--- src/rtl/clkseq_pkg.sv ---
package clkseq_pkg;
  localparam int DATA_W = 32;
  localparam int MUX_BIT = 16;
  localparam int HPM_BIT = 20;
  localparam int CORE_LSB = 0;
  localparam int TRACE_LSB = 16;
  localparam logic [DATA_W-1:0] AUX_KEEP = 32'h0000_0077;
  localparam logic [2:0] MUX_ON_ALT = 3'd2;
  localparam logic [2:0] MUX_ON_MAIN = 3'd1;
  localparam logic [1:0] ADDR_SRC = 2'd0;
  localparam logic [1:0] ADDR_DIVA = 2'd1;
  localparam logic [1:0] ADDR_DIVB = 2'd2;

  typedef enum logic [2:0] {
    WK_SAFE, WK_ALT, WK_NEWDIV, WK_AUXDIV, WK_MAIN, WK_CLR
  } stepKind_e;

  typedef struct packed {
    logic latch;
    logic setErr;
    logic wrEn;
    logic pollRun;
    stepKind_e kind;
  } seqStrb_t;
endpackage

--- src/rtl/clkseq_datapath.sv ---
module clkseq_datapath
  import clkseq_pkg::*;
#(
  parameter int RATE_W = 16,
  parameter int DEPTH = 4,
  parameter int TMO_W = 8,
  parameter bit HAS_TRACE = 1'b1
) (
  input  logic                     clk,
  input  logic                     rstN,
  input  seqStrb_t                 strb,
  input  logic                     phasePost,
  input  logic [RATE_W-1:0]        oldRate,
  input  logic [RATE_W-1:0]        newRate,
  input  logic [RATE_W-1:0]        altRate,
  input  logic [DEPTH*RATE_W-1:0]  cfgRate,
  input  logic [DEPTH*DATA_W-1:0]  cfgDivA,
  input  logic [DEPTH*DATA_W-1:0]  cfgDivB,
  input  logic [TMO_W-1:0]         tmoLimit,
  input  logic [DATA_W-1:0]        curSrc,
  input  logic [DATA_W-1:0]        curDivA,
  input  logic [DATA_W-1:0]        curDivB,
  input  logic [2:0]               muxState,
  input  logic [DATA_W-1:0]        divAStat,
  input  logic [DATA_W-1:0]        divBStat,
  output logic [1:0]               wrAddr,
  output logic [DATA_W-1:0]        wrData,
  output logic                     phPostQ,
  output logic                     matchOk,
  output logic                     needSafe,
  output logic                     pollOk,
  output logic                     pollExp,
  output logic                     errFlag,
  output logic                     warnFlag,
  output logic                     tmoFlag
);
  localparam int IDX_W = (DEPTH > 1) ? $clog2(DEPTH) : 1;
  localparam int PW = RATE_W + 4;
  localparam int RATIO_STEPS = 8;
  localparam logic [DATA_W-1:0] CORE_MASK = DATA_W'(7) << CORE_LSB;
  localparam logic [DATA_W-1:0] TRACE_MASK = HAS_TRACE ? (DATA_W'(7) << TRACE_LSB) : '0;
  localparam logic [DATA_W-1:0] SAFE_MASK = CORE_MASK | TRACE_MASK;
  localparam logic [DATA_W-1:0] MUX_SEL = DATA_W'(1) << MUX_BIT;

  logic [RATE_W-1:0] oldQ, newQ, altQ, minQ;
  logic [TMO_W-1:0] pollCnt;

  always_ff @(posedge clk) begin
    if (!rstN) begin
      phPostQ <= 1'b0;
      oldQ <= '0;
      newQ <= '0;
      altQ <= '0;
    end else if (strb.latch) begin
      phPostQ <= phasePost;
      oldQ <= oldRate;
      newQ <= newRate;
      altQ <= altRate;
    end
  end

  // Table lookup: per-entry compare, then first hit before a terminator
  logic [DEPTH-1:0] entHit, entEnd;
  logic [IDX_W-1:0] hitIdx;
  logic stopScan;

  genvar g;
  generate
    for (g = 0; g < DEPTH; g++) begin : gEnt
      assign entHit[g] = (cfgRate[g*RATE_W +: RATE_W] == newQ);
      assign entEnd[g] = (cfgRate[g*RATE_W +: RATE_W] == '0);
    end
  endgenerate

  always_comb begin
    matchOk = 1'b0;
    hitIdx = '0;
    stopScan = 1'b0;
    for (int i = 0; i < DEPTH; i++) begin
      if (!stopScan) begin
        if (entEnd[i]) begin
          stopScan = 1'b1;
        end else if (entHit[i]) begin
          matchOk = 1'b1;
          hitIdx = IDX_W'(i);
          stopScan = 1'b1;
        end
      end
    end
  end

  logic [DATA_W-1:0] hitDivA, hitDivB;
  assign hitDivA = cfgDivA[hitIdx*DATA_W +: DATA_W];
  assign hitDivB = cfgDivB[hitIdx*DATA_W +: DATA_W];

  // Temporary ratio: count n in 1..8 with n*min < alt
  logic [RATIO_STEPS-1:0] below;
  logic [3:0] ratioCnt;
  logic safeOver;
  logic [2:0] safeField;
  logic [DATA_W-1:0] safeWord;

  assign minQ = (oldQ < newQ) ? oldQ : newQ;
  assign needSafe = (altQ > oldQ) || (oldQ > newQ);

  generate
    for (g = 0; g < RATIO_STEPS; g++) begin : gRatio
      assign below[g] = (PW'(minQ) * PW'(g + 1)) < PW'(altQ);
    end
  endgenerate

  assign ratioCnt = 4'($countones(below));
  assign safeOver = ratioCnt[3];
  assign safeField = safeOver ? 3'd7 : ratioCnt[2:0];
  assign safeWord = needSafe ? ((DATA_W'(safeField) << CORE_LSB) | TRACE_MASK) : '0;

  always_comb begin
    wrAddr = ADDR_DIVA;
    wrData = '0;
    case (strb.kind)
      WK_SAFE:   wrData = (curDivA & ~SAFE_MASK) | safeWord;
      WK_ALT:    begin wrAddr = ADDR_SRC; wrData = curSrc | MUX_SEL; end
      WK_NEWDIV: wrData = hitDivA | safeWord;
      WK_AUXDIV: begin
        wrAddr = ADDR_DIVB;
        wrData = curSrc[HPM_BIT] ? (curDivB & AUX_KEEP) : hitDivB;
      end
      WK_MAIN:   begin wrAddr = ADDR_SRC; wrData = curSrc & ~MUX_SEL; end
      WK_CLR:    wrData = (curDivA & ~SAFE_MASK) | (hitDivA & TRACE_MASK);
      default:   wrData = '0;
    endcase
  end

  always_comb begin
    case (strb.kind)
      WK_SAFE, WK_CLR: pollOk = ((divAStat & SAFE_MASK) == '0);
      WK_ALT:          pollOk = (muxState == MUX_ON_ALT);
      WK_MAIN:         pollOk = (muxState == MUX_ON_MAIN);
      WK_NEWDIV:       pollOk = (divAStat == '0);
      WK_AUXDIV:       pollOk = (divBStat == '0);
      default:         pollOk = 1'b1;
    endcase
  end

  assign pollExp = (pollCnt == tmoLimit);

  always_ff @(posedge clk) begin
    if (!rstN || strb.wrEn) begin
      pollCnt <= '0;
    end else if (strb.pollRun && !pollOk && !pollExp) begin
      pollCnt <= pollCnt + 1'b1;
    end
  end

  always_ff @(posedge clk) begin
    if (!rstN || strb.latch) begin
      errFlag <= 1'b0;
      warnFlag <= 1'b0;
      tmoFlag <= 1'b0;
    end else begin
      if (strb.setErr) errFlag <= 1'b1;
      if (strb.wrEn && strb.kind == WK_SAFE && safeOver) warnFlag <= 1'b1;
      if (strb.pollRun && !pollOk && pollExp) tmoFlag <= 1'b1;
    end
  end
endmodule

--- src/rtl/clkseq_ctrl.sv ---
module clkseq_ctrl
  import clkseq_pkg::*;
#(
  parameter bit HAS_AUX = 1'b1,
  parameter bit HAS_TRACE = 1'b1
) (
  input  logic     clk,
  input  logic     rstN,
  input  logic     start,
  input  logic     phPostQ,
  input  logic     matchOk,
  input  logic     needSafe,
  input  logic     pollOk,
  input  logic     pollExp,
  output seqStrb_t strb,
  output logic     busy,
  output logic     done
);
  typedef enum logic [2:0] {S_IDLE, S_CHECK, S_WRITE, S_POLL, S_FINISH} seqState_e;

  seqState_e stateQ, stateD;
  stepKind_e kindQ, kindD;

  always_ff @(posedge clk) begin
    if (!rstN) begin
      stateQ <= S_IDLE;
      kindQ <= WK_SAFE;
    end else begin
      stateQ <= stateD;
      kindQ <= kindD;
    end
  end

  always_comb begin
    strb = '0;
    strb.kind = kindQ;
    stateD = stateQ;
    kindD = kindQ;
    case (stateQ)
      S_IDLE: begin
        if (start) begin
          strb.latch = 1'b1;
          stateD = S_CHECK;
        end
      end
      S_CHECK: begin
        if ((!phPostQ || HAS_TRACE) && !matchOk) begin
          strb.setErr = 1'b1;
          stateD = S_FINISH;
        end else begin
          stateD = S_WRITE;
          kindD = phPostQ ? WK_MAIN : (needSafe ? WK_SAFE : WK_ALT);
        end
      end
      S_WRITE: begin
        strb.wrEn = 1'b1;
        stateD = S_POLL;
      end
      S_POLL: begin
        strb.pollRun = 1'b1;
        if (pollOk || pollExp) begin
          stateD = S_WRITE;
          case (kindQ)
            WK_SAFE:   kindD = WK_ALT;
            WK_ALT:    kindD = WK_NEWDIV;
            WK_NEWDIV: begin
              if (HAS_AUX) kindD = WK_AUXDIV;
              else stateD = S_FINISH;
            end
            WK_MAIN:   kindD = WK_CLR;
            default:   stateD = S_FINISH;
          endcase
        end
      end
      S_FINISH: stateD = S_IDLE;
      default:  stateD = S_IDLE;
    endcase
  end

  assign busy = (stateQ != S_IDLE);
  assign done = (stateQ == S_FINISH);
endmodule

--- src/rtl/cpu_clk_seq.sv ---
module cpu_clk_seq
  import clkseq_pkg::*;
#(
  parameter int RATE_W = 16,
  parameter int DEPTH = 4,
  parameter int TMO_W = 8,
  parameter bit HAS_AUX = 1'b1,
  parameter bit HAS_TRACE = 1'b1
) (
  input  logic                    clk,
  input  logic                    rstN,
  input  logic                    start,
  input  logic                    phasePost,
  input  logic [RATE_W-1:0]       oldRate,
  input  logic [RATE_W-1:0]       newRate,
  input  logic [RATE_W-1:0]       altRate,
  input  logic [DEPTH*RATE_W-1:0] cfgRate,
  input  logic [DEPTH*32-1:0]     cfgDivA,
  input  logic [DEPTH*32-1:0]     cfgDivB,
  input  logic [TMO_W-1:0]        tmoLimit,
  input  logic [31:0]             curSrc,
  input  logic [31:0]             curDivA,
  input  logic [31:0]             curDivB,
  input  logic [2:0]              muxState,
  input  logic [31:0]             divAStat,
  input  logic [31:0]             divBStat,
  output logic                    wrEn,
  output logic [1:0]              wrAddr,
  output logic [31:0]             wrData,
  output logic                    busy,
  output logic                    done,
  output logic                    errFlag,
  output logic                    warnFlag,
  output logic                    tmoFlag
);
  seqStrb_t strb;
  logic phPostQ, matchOk, needSafe, pollOk, pollExp;

  clkseq_ctrl #(.HAS_AUX(HAS_AUX), .HAS_TRACE(HAS_TRACE)) u_ctrl (
    .clk(clk), .rstN(rstN), .start(start), .phPostQ(phPostQ),
    .matchOk(matchOk), .needSafe(needSafe), .pollOk(pollOk), .pollExp(pollExp),
    .strb(strb), .busy(busy), .done(done)
  );

  clkseq_datapath #(.RATE_W(RATE_W), .DEPTH(DEPTH), .TMO_W(TMO_W), .HAS_TRACE(HAS_TRACE)) u_dp (
    .clk(clk), .rstN(rstN), .strb(strb), .phasePost(phasePost),
    .oldRate(oldRate), .newRate(newRate), .altRate(altRate),
    .cfgRate(cfgRate), .cfgDivA(cfgDivA), .cfgDivB(cfgDivB), .tmoLimit(tmoLimit),
    .curSrc(curSrc), .curDivA(curDivA), .curDivB(curDivB), .muxState(muxState),
    .divAStat(divAStat), .divBStat(divBStat),
    .wrAddr(wrAddr), .wrData(wrData), .phPostQ(phPostQ), .matchOk(matchOk),
    .needSafe(needSafe), .pollOk(pollOk), .pollExp(pollExp),
    .errFlag(errFlag), .warnFlag(warnFlag), .tmoFlag(tmoFlag)
  );

  assign wrEn = strb.wrEn;
endmodule

--- config.mk ---
export PLATFORM = sky130hd
export DESIGN_NAME = cpu_clk_seq
export DESIGN_NICKNAME = d
export VERILOG_FILES = /design/src/rtl/clkseq_pkg.sv /design/src/rtl/clkseq_datapath.sv /design/src/rtl/clkseq_ctrl.sv /design/src/rtl/cpu_clk_seq.sv
export SDC_FILE = /design/constraint.sdc
export NUM_CORES = 1
export LEC_CHECK = 0
export ABC_AREA = 1
export BUFFER_PORTS_ARGS = -buffer_cell sky130_fd_sc_hd__buf_2
export CAP_MARGIN = 0
export CORE_AREA = 2 2 229 231
export CTS_CLUSTER_SIZE = 16
export DETAILED_ROUTE_END_ITERATION = 8
export DIE_AREA = 0 0 231 233
export GPL_ROUTABILITY_DRIVEN = 0
export PLACE_DENSITY = 0.57
export SYNTH_ARGS = -nofsm -noshare
export SYNTH_HDL_FRONTEND = slang
export SYNTH_HIERARCHICAL = 1
export SYNTH_SLANG_ARGS = --single-unit
--- constraint.sdc ---
create_clock -name clk -period 6.96 [get_ports clk]
set_clock_uncertainty 0.05 [all_clocks]
set_input_delay 0.348 -clock clk [delete_from_list [all_inputs] [get_ports clk]]
set_output_delay 0.348 -clock clk [all_outputs]
set_load 0.01 [all_outputs]
==> results of run 1 <==
[logic make-up after synthesis]
family / after synthesis
XOR/XNOR: 68
buffers and inverters: 457
adder cells (fa/ha/maj): 233
flip-flops: 66
AND/OR/NAND/NOR: 1143
AO/OA/AOI/OAI: 423
[power groups by stage]
stage	combinational (µW)	sequential, µW	clock [µW]
floorplan	2820	437	0
global placement	4510	439	0
detailed placement	4530	440	0
CTS	5100	436	523
global route	5960	441	534
finish	5320	437	510
[stage by stage]
| step | setup slack, ns | instances | utilization | hold WS (ns) | TNS [ns] |
|---|---|---|---|---|---|
| 4_1_cts | -0.3879 | 3741 | 0.3850 | 0.1552 | -0.9986 |
| 6_report | -0.4794 | 3750 | 0.3888 | 0.1668 | -1.267 |
| 5_1_grt | -0.8303 | 3749 | 0.3887 | 0.1626 | -2.374 |
| 2_1_floorplan | 0.002949 | 2390 | - | 0.4137 | 0 |
| 3_3_place_gp | -0.4850 | 3710 | 0.3695 | 0.3976 | -1.175 |
| 3_5_place_dp | -0.4775 | 3710 | 0.3695 | 0.4026 | -1.202 |
[critical path: cells and delay by family, from the launching register on]
kind                       cells  cell delay (ns)
adders and majority gates      9             3.28
AOI/OAI and AO/OA              4             0.67
xor gates and xnor gates       1             0.13
DFF                            1             0.34
buffers and inverters          8             0.81
and+or+nand+nor               15             1.44
[routing by layer]
| layer | GRT usage | vias to the layer above | wire length, µm |
|---|---|---|---|
| met1 | 0.3184 | 8326 | 30630 |
| met4 | 0.07883 | 10 | 2086 |
| met2 | 0.4242 | 554 | 33020 |
| met3 | 0.05135 | 84 | 5002 |
| li1 | - | 9219 | - |
| met5 | 0 | - | 66 |
[repair_timing]
item	in CTS	in global routing
setup endpoints to repair	3	4
gates cloned	1	0
gates resized for setup	89	35
buffers inserted	14	6
pin swaps	42	43
[registers in the layout (all words and copies together) (netlist names), 3 cells and up]
register	cells
u_ctrl/stateQ	3
u_ctrl/kindQ	3
u_dp/newQ	16
u_dp/altQ	16
u_dp/pollCnt	8
u_dp/oldQ	16
[synthesized netlist by cell type (all sizes together) (2+ instances only)]
master / number
nand2: 609
inv: 367
ha: 211
a21oi: 193
nand3: 178
nor2: 173
o21ai: 151
nand3b: 89
dfxtp: 66
buf: 47
clkbuf: 40
xor2: 37
nand4: 32
xnor2: 31
nor3: 30
a22o: 25
fa: 22
nor4: 20
a31oi: 9
o21a: 9
a21o: 8
o211ai: 7
o21bai: 7
or2: 6
a211oi: 5
clkinv: 3
a21boi: 2
and2: 2
o31ai: 2
[how the worst min path moves through the flow]
stage / slack (ns) / startpoint / depth (start not counted) / to
CTS: 0.16 / phasePost / 3 / u_dp/phPostQ
global placement: 0.40 / u_dp/warnFlag / 2 / u_dp/warnFlag
global route: 0.16 / phasePost / 3 / u_dp/phPostQ
detailed placement: 0.40 / u_dp/warnFlag / 2 / u_dp/warnFlag
finish: 0.17 / phasePost / 3 / u_dp/phPostQ
floorplan: 0.41 / u_dp/oldQ[13] / 2 / u_dp/oldQ[13]
[cell type report]
type / instances / area, µm²
fill: 5677 / 31230
multi-input combinational: 1868 / 11700
timing repair buffer: 747 / 4272
inverter: 370 / 1390
sequential: 66 / 1339
tap: 680 / 850.8
clock buffer: 9 / 225.2
clock inverter: 7 / 82.58
antenna: 3 / 7.507
==> flow_summary.yaml, run 1 <==
logic_synthesis:
  yosysTopAreaCell: "ha_1"
  synthMuxAreaShare: 0
  ys_top_cells_by_area: "ha_1, nand2_1, dfxtp_1"
  synth_compound_area_frac: 0.1645
  synth_top_family_by_area: "simple AND/OR/NAND/NOR gates"
  synthAdderAreaFrac: 0.2158
  yosys.area_share.xor_xnor: 0.04172
  synthCells: 2390
  synth-simple-area-share: 0.3573
  syn_avg_cell_area_um2: 5.973
  synth_seq_cells: 66
  async_reset_ff_frac: 0
  yosys.area.top_type_share: 0.1849
  synth_cell_types: 53
  synthFlopType: "dfxtp_1"
  syn_area_um2: 14270
  ys_seq_area_frac: 0.09256
  synthesis.nets: 3166
  synth_edf_count: 0
  yosys_warnings: 6
power_and_ir_drop:
  peakVddDrop_v: 0.0005344
  p_total_uw: 6267
  p_per_area_nw_per_um2: 315.5
  cellLeakagePower_uw: 0.01080
  p_int_uw: 3164
  seqPwrFrac: 0.070
  p_clk_frac: 0.081
  p_sw_uw: 3103
  switching_share: 0.4952
  comb_power_share: 0.849
clock_tree:
  clk_pin_slew_worst_paths_ns: 0.08
  cts_buffers: 9
  h-tree-depth: 3
  clockRootBuffer: "clkbuf_16"
  hold_buffers: 0
  clk_latency_ns: 0.38
  tritoncts: "built"
  cts_max_path_buffers: 2
  cts_sinks: 66
final_layout:
  syn_to_final_growth_pct: 39.14
  layout_commonest_cell: "nand2_1"
  layout-drive-gt1-share: 0.2938
  nets: 3838
  layout_common_cells: "nand2_1, buf_2, inv_1"
  final_cell_area_um2: 19860
die:
  ios: 583
  rows: 83
  core_area_um2: 51090
  dieArea_um2: 53820
  initial_utilization: 0.2794
  die_y_um: 233
  fp.dieW_um: 231
setup_path:
  startpoint: "u_dp/newQ[15]"
  critical-path-max-stage-delay_ns: 0.59
  end_kind: "output pin"
  worst-path-max-fanout: 4
  cp-endpoint: "wrData[1]"
  worstSetupPathType: "reg2out"
  r2r-end: "u_dp/warnFlag"
  required_ns: 6.56
  r2r_cells: 38
  cp_slowest_cell: "fa_2"
  critical_path.most_common_cell: "inv_2"
  crit_path_start_kind: "register"
  worstPathArrival_ns: 7.04
  regToRegStartpoint: "u_dp/newQ[15]"
  ff2ff_setup_slack_ns: 0.32
global_route:
  gr-total-overflow: 0
  grt_max_degree: 90
  grt_pass1_wl_um: 101500
  grt_pass1_vias: 16958
  antenna_found_initial: 9
  gr-usage-all-layers: 0.2509
timing:
  finalCriticalPeriod_ns: 7.439
  setup_viol: 3
  slew_headroom: 0.3767
  fin_ws_ns: -0.4794
  max_freq_mhz: 134.4
  hold_viol: 0
  min_period_over_period: 1.069
  tightest_slew_ns: 0.9349
  report.final.slew_viol_count: 0
  rsz0062_at_grt: "true"
placed_design:
  io_buffers: 549
  place_hpwl_um: 59780
  post_dp_cell_area_um2: 18880
run:
  drv_cap: 0
detailed_routing:
  routedWlPerCell_um: 18.88
  drt_iter0_markers: 1183
  firstDrtPassIters: 8
  vias: 18193
  via_per_inst: 4.851
  drc: 0
  antenna_left: 0
  routed_wl_um: 70810
outcome:
  violations: "setup timing"
  status: "finished, violations left"
min_path:
  hp-class: "in2reg"
No activity file was read; power rests on OpenSTA's default activity.
==> inputs of run 2 (changes only) <==
Settings changed: CORE_AREA 2 2 229 231 to 3 3 223 225, DIE_AREA 0 0 231 233 to 0 0 226 228, PLACE_DENSITY 0.57 to 0.6.
==> run 2 against run 1 <==
The run still ends with setup timing left; via count is essentially flat; cell count shrank 1.9%; power grew 2.0%; global-route usage grew 0.64 points; sequential power is essentially flat; setup slack gained 0.060 ns; maximum frequency grew 0.81%; hold slack lost 0.0076 ns; routed wire length shrank 0.70%; clock power is essentially flat; register-to-register slack is essentially flat; die area shrank 4.3%.
==> flow_summary.yaml, run 2 (synthesis gave the netlist of run 1 again) <==
power_and_ir_drop:
  peakVddDrop_v: 0.0004933
  p_per_area_nw_per_um2: 322.8
  p_sw_uw: 3145
  p_clk_frac: 0.080
  p_int_uw: 3248
  switching_share: 0.4919
  comb_power_share: 0.852
  cellLeakagePower_uw: 0.01080
  seqPwrFrac: 0.068
die:
  fp.dieW_um: 226
  dieArea_um2: 51530
  initial_utilization: 0.2990
  die_y_um: 228
  core_area_um2: 47750
  ios: 583
  rows: 80
clock_tree:
  hold_buffers: 0
  cts_buffers: 9
  tritoncts: "built"
  h-tree-depth: 3
  clk_latency_ns: 0.37
  cts_max_path_buffers: 2
  clk_pin_slew_worst_paths_ns: 0.07
  clockRootBuffer: "clkbuf_16"
  cts_sinks: 66
global_route:
  grt_max_degree: 98
  grt_pass1_vias: 17080
  gr-usage-all-layers: 0.2574
  antenna_found_initial: 8
  gr-total-overflow: 0
  grt_pass1_wl_um: 100800
timing:
  min_period_over_period: 1.060
  rsz0062_at_grt: "true"
  finalCriticalPeriod_ns: 7.380
  tightest_slew_ns: 1.036
  slew_headroom: 0.3093
  max_freq_mhz: 135.5
  hold_viol: 0
  report.final.slew_viol_count: 0
  fin_ws_ns: -0.4199
  finalSetupTns_ns: -1.148
  setup_viol: 3
detailed_routing:
  drc: 0
  routed_wl_um: 70310
  vias: 18181
  antenna_left: 0
  drt_iter0_markers: 1298
  routedWlPerCell_um: 19.12
  firstDrtPassIters: 7
  via_per_inst: 4.943
min_path:
  hp-class: "in2reg"
placed_design:
  post_dp_cell_area_um2: 18740
  place_hpwl_um: 58910
  io_buffers: 549
setup_path:
  end_kind: "output pin"
  worstSetupPathType: "reg2out"
  worst-path-max-fanout: 8
  crit_path_start_kind: "register"
  worstPathArrival_ns: 6.98
  critical_path.most_common_cell: "nand2_1"
  required_ns: 6.56
  critical-path-max-stage-delay_ns: 0.56
  cp_slowest_cell: "fa_2"
final_layout:
  layout_common_cells: "nand2_1, buf_2, inv_1"
  largestRegisters: "u_dp/altQ: 16 flops, u_dp/newQ: 16 flops, u_dp/oldQ: 16 flops"
  nets: 3833
  layout-drive-gt1-share: 0.2933
  syn_to_final_growth_pct: 38.72
  final_cell_area_um2: 19800
  layout_commonest_cell: "nand2_1"
outcome:
  violations: "setup timing"
  status: "finished, violations left"
run:
  drv_cap: 0
run 2: cell types whose count changed in the layout (fill, tap and decap cells not counted), sizes merged:
cell   before  now
diode       3    1
buf       747  742
run 2: worst paths after layout:
kind                  from       endpoint  slack [ns]  depth (start not counted)
max          u_dp/newQ[13]      wrData[1]       -0.42                         42
min              phasePost   u_dp/phPostQ        0.16                          3
max reg2reg  u_dp/newQ[13]  u_dp/warnFlag        0.31                         44
min reg2reg  u_dp/warnFlag  u_dp/warnFlag        0.41                          2
run 2: cell type report:
cell class                      count  area [µm²]
Antenna cell                        1       2.502
Inverter                          370        1390
Multi-Input combinational cell   1868       11740
Sequential cell                    66        1338
Fill cell                        5186       27940
Timing Repair Buffer              742        4258
Tap cell                          615       769.5
Clock inverter                      7       82.58
Clock buffer                        9       225.2
run 2: worst max-delay path: cells and delay by family (launching register included):
kind / cells / cell delay [ns]
AOI/OAI and AO/OA: 6 / 0.82
xor gates and xnor gates: 1 / 0.16
adders and majority gates: 8 / 3.00
buffers and inverters: 7 / 0.70
DFF: 1 / 0.34
and+or+nand+nor: 20 / 1.60
run 2: layer usage:
metal  share of wire  wire length [µm]  GRT usage
met1            0.42             29600     0.3254
met2            0.45             31410     0.4191
met3           0.098              6888    0.07470
met4           0.034              2385    0.08401
met5         0.00038                27          0
run 2: per-stage QoR:
stage	utilization	std cells	total power (µW)	setup slack, ns	hold WS, ns
after floorplan	-	2390	3258	0.002949	0.4137
after global placement	0.3926	3638	4940	-0.4635	0.3908
after detailed placement	0.3926	3638	4951	-0.5806	0.3899
after CTS	0.4080	3667	6117	-0.3830	0.1546
after global routing	0.4147	3677	7059	-0.7698	0.1809
final	0.4148	3678	6393	-0.4199	0.1592
run 2: repair_timing:
item,CTS,global route
cloned,1,0
setup buffers,12,10
pin swaps,50,42
gates resized for setup,83,46
setup endpoints to repair,3,4
run 2: power by group through the flow:
stage	clock network (µW)	registers, µW	logic [µW]
2_1_floorplan	0	437	2820
3_3_place_gp	0	439	4500
3_5_place_dp	0	440	4510
4_1_cts	521	433	5160
5_1_grt	528	440	6090
6_report	513	436	5440
==> inputs of run 3 (changes only) <==
Settings changed: ABC_AREA 1 to unset, CORE_AREA 3 3 223 225 to 3 3 224 226, DIE_AREA 0 0 226 228 to 0 0 227 229, PLACE_DENSITY 0.6 to 0.56.
==> run 3 against run 2 <==
The run still ends with setup timing left; design area decreased by 6.4%; maximum frequency shrank 12%; power down 29%; synthesized area down 10%; non-clock buffer count up 30; largest cell class unchanged; critical path depth is 6 lower; via count fell by 17%; critical path type unchanged.
==> flow_summary.yaml, run 3 <==
outcome:
  status: "finished, violations left"
  violations: "setup timing"
logic_synthesis:
  synth_edf_count: 0
  syn_area_um2: 12780
  yosysTopAreaCell: "ha_1"
  ys_top_cells_by_area: "ha_1, mux2i_1, dfxtp_1"
  synthFlopType: "dfxtp_1"
  yosys-top-cells-count: "ha_1, mux2i_1, nand2_1, inv_1"
  synth_most_common_cell: "ha_1"
  yosys_warnings: 6
  synth_cell_types: 72
  syn_avg_cell_area_um2: 8.254
  ys_seq_area_frac: 0.1033
  synth_seq_cells: 66
  yosys.area.top_type_share: 0.2065
  async_reset_ff_frac: 0
  synthesis.nets: 2325
  synthCells: 1549
timing:
  tightest_slew_ns: 1.459
  max_freq_mhz: 119.9
  fin_ws_ns: -1.382
  hold_slack_ns: 0.2135
  min_period_over_period: 1.199
  rsz0062_at_grt: "true"
  report.final.slew_viol_count: 0
  finalCriticalPeriod_ns: 8.342
  slew_headroom: 0.01995
  setup_viol: 4
  hold_viol: 0
final_layout:
  nets: 3034
  layout_common_cells: "buf_2, buf_4, ha_1"
  layout-drive-gt1-share: 0.4103
  largestRegisters: "u_dp/altQ: 16 flops, u_dp/newQ: 16 flops, u_dp/oldQ: 16 flops"
  syn_to_final_growth_pct: 44.95
  nFillCells: 5001
  final_cell_area_um2: 18530
  layout_commonest_cell: "buf_2"
detailed_routing:
  vias: 15120
  antenna_left: 0
  drc: 0
  drt_iter0_markers: 1248
  routed_wl_um: 66290
  routedWlPerCell_um: 22.90
  via_per_inst: 5.223
  firstDrtPassIters: 8
global_route:
  grt_pass1_wl_um: 94750
  gr-usage-all-layers: 0.2446
  grt_pass1_vias: 15058
  antenna_found_initial: 19
  gr-total-overflow: 0
  grt_max_degree: 126
clock_tree:
  clockRootBuffer: "clkbuf_16"
  cts_sinks: 66
  cts_buffers: 9
  tritoncts: "built"
  clk_latency_ns: 0.35
  h-tree-depth: 3
  cts_max_path_buffers: 2
  clk_pin_slew_worst_paths_ns: 0.06
placed_design:
  place_hpwl_um: 57290
  post_dp_cell_area_um2: 17760
  io_buffers: 549
die:
  core_area_um2: 48550
  dieArea_um2: 51980
  rows: 81
  ios: 583
  initial_utilization: 0.2634
  die_y_um: 229
  fp.dieW_um: 227
setup_path:
  worstSetupPathType: "reg2out"
  critical-path-max-stage-delay_ns: 0.60
  ff2ff_setup_slack_ns: -0.44
  crit_path_start_kind: "register"
  worstPathArrival_ns: 7.94
  regToRegStartpoint: "u_dp/newQ[9]"
  cp_slowest_cell: "fa_2"
  worst-path-max-fanout: 8
  startpoint: "u_dp/newQ[9]"
  end_kind: "output pin"
  required_ns: 6.56
power_and_ir_drop:
  cellLeakagePower_uw: 0.009552
  p_per_area_nw_per_um2: 244.7
  peakVddDrop_v: 0.0002472
min_path:
  hp-class: "in2reg"
  hp-start: "oldRate[0]"
run:
  drv_cap: 0
run 3: metal layers:
metal | vias to the layer above | part of all wire | GRT usage
li1 | 7201 | - | -
met1 | 7151 | 0.41 | 0.3083
met2 | 614 | 0.45 | 0.3933
met3 | 142 | 0.065 | 0.03858
met4 | 12 | 0.068 | 0.1428
met5 | - | 0.0013 | 0
run 3: what timing repair did:
item / 4_1_cts / 5_1_grt
setup endpoints to repair: 4 / 4
endpoints found under the hold margin: 0 / 0
pin swaps: 19 / 42
setup buffers: 3 / 8
gates resized for setup: 26 / 44
hold buffers: 0 / 0
run 3: stage by stage:
step / setup slack, ns / total power [µW] / std cells / TNS, ns / utilization
after detailed placement: -1.147 / 3514 / 2858 / -4.151 / 0.3658
after global placement: -0.9951 / 3444 / 2858 / -3.590 / 0.3658
final: -1.382 / 4535 / 2895 / -4.498 / 0.3817
after floorplan: -0.7801 / 2126 / 1549 / -2.535 / -
after global routing: -1.698 / 4905 / 2892 / -5.781 / 0.3816
after CTS: -1.314 / 4338 / 2876 / -4.179 / 0.3754
run 3: cell families (layout without fill, tap and decap cells):
family / after synthesis / after routing / share of synthesized area
simple gates: 455 / 455 / 0.1869
other cells: 0 / 11 / 0
buf+inv: 157 / 870 / 0.05706
xor+xnor: 114 / 114 / 0.07810
fa+ha+maj: 234 / 234 / 0.2418
compound gates: 318 / 318 / 0.1677
flops: 66 / 66 / 0.1033
mux: 205 / 205 / 0.1650
run 3: worst max-delay path, delay by kind of cell (launching register included):
kind	cells	cell delay, ns
simple gates	7	0.76
fa+ha+maj	8	2.95
compound gates	12	2.50
buf+inv	8	1.01
xor+xnor	1	0.05
flops	1	0.33
run 3: power by group:
group	switching, µW	internal (µW)	leakage (µW)
clock network	175	357	0.000165
registers	23.6	401	0.000544
logic	1770	1800	0.00884
run 3: worst paths after layout:
kind	to	depth (start not counted)
worst max-delay path	wrData[1]	36
worst min register to register	u_dp/errFlag	2
worst min-delay path	u_dp/oldQ[0]	3
worst max register to register	u_dp/warnFlag	36
run 3: cell type report:
class | instances | area, µm² | share of cell area
Clock buffer | 10 | 239.0 | 0.01290
Antenna cell | 11 | 27.53 | 0.001485
Timing Repair Buffer | 772 | 4524 | 0.2441
Multi-Input combinational cell | 1326 | 11210 | 0.6051
Tap cell | 622 | 778.2 | 0.04200
Inverter | 83 | 314.1 | 0.01695
Sequential cell | 66 | 1333 | 0.07191
Clock inverter | 5 | 102.6 | 0.005536
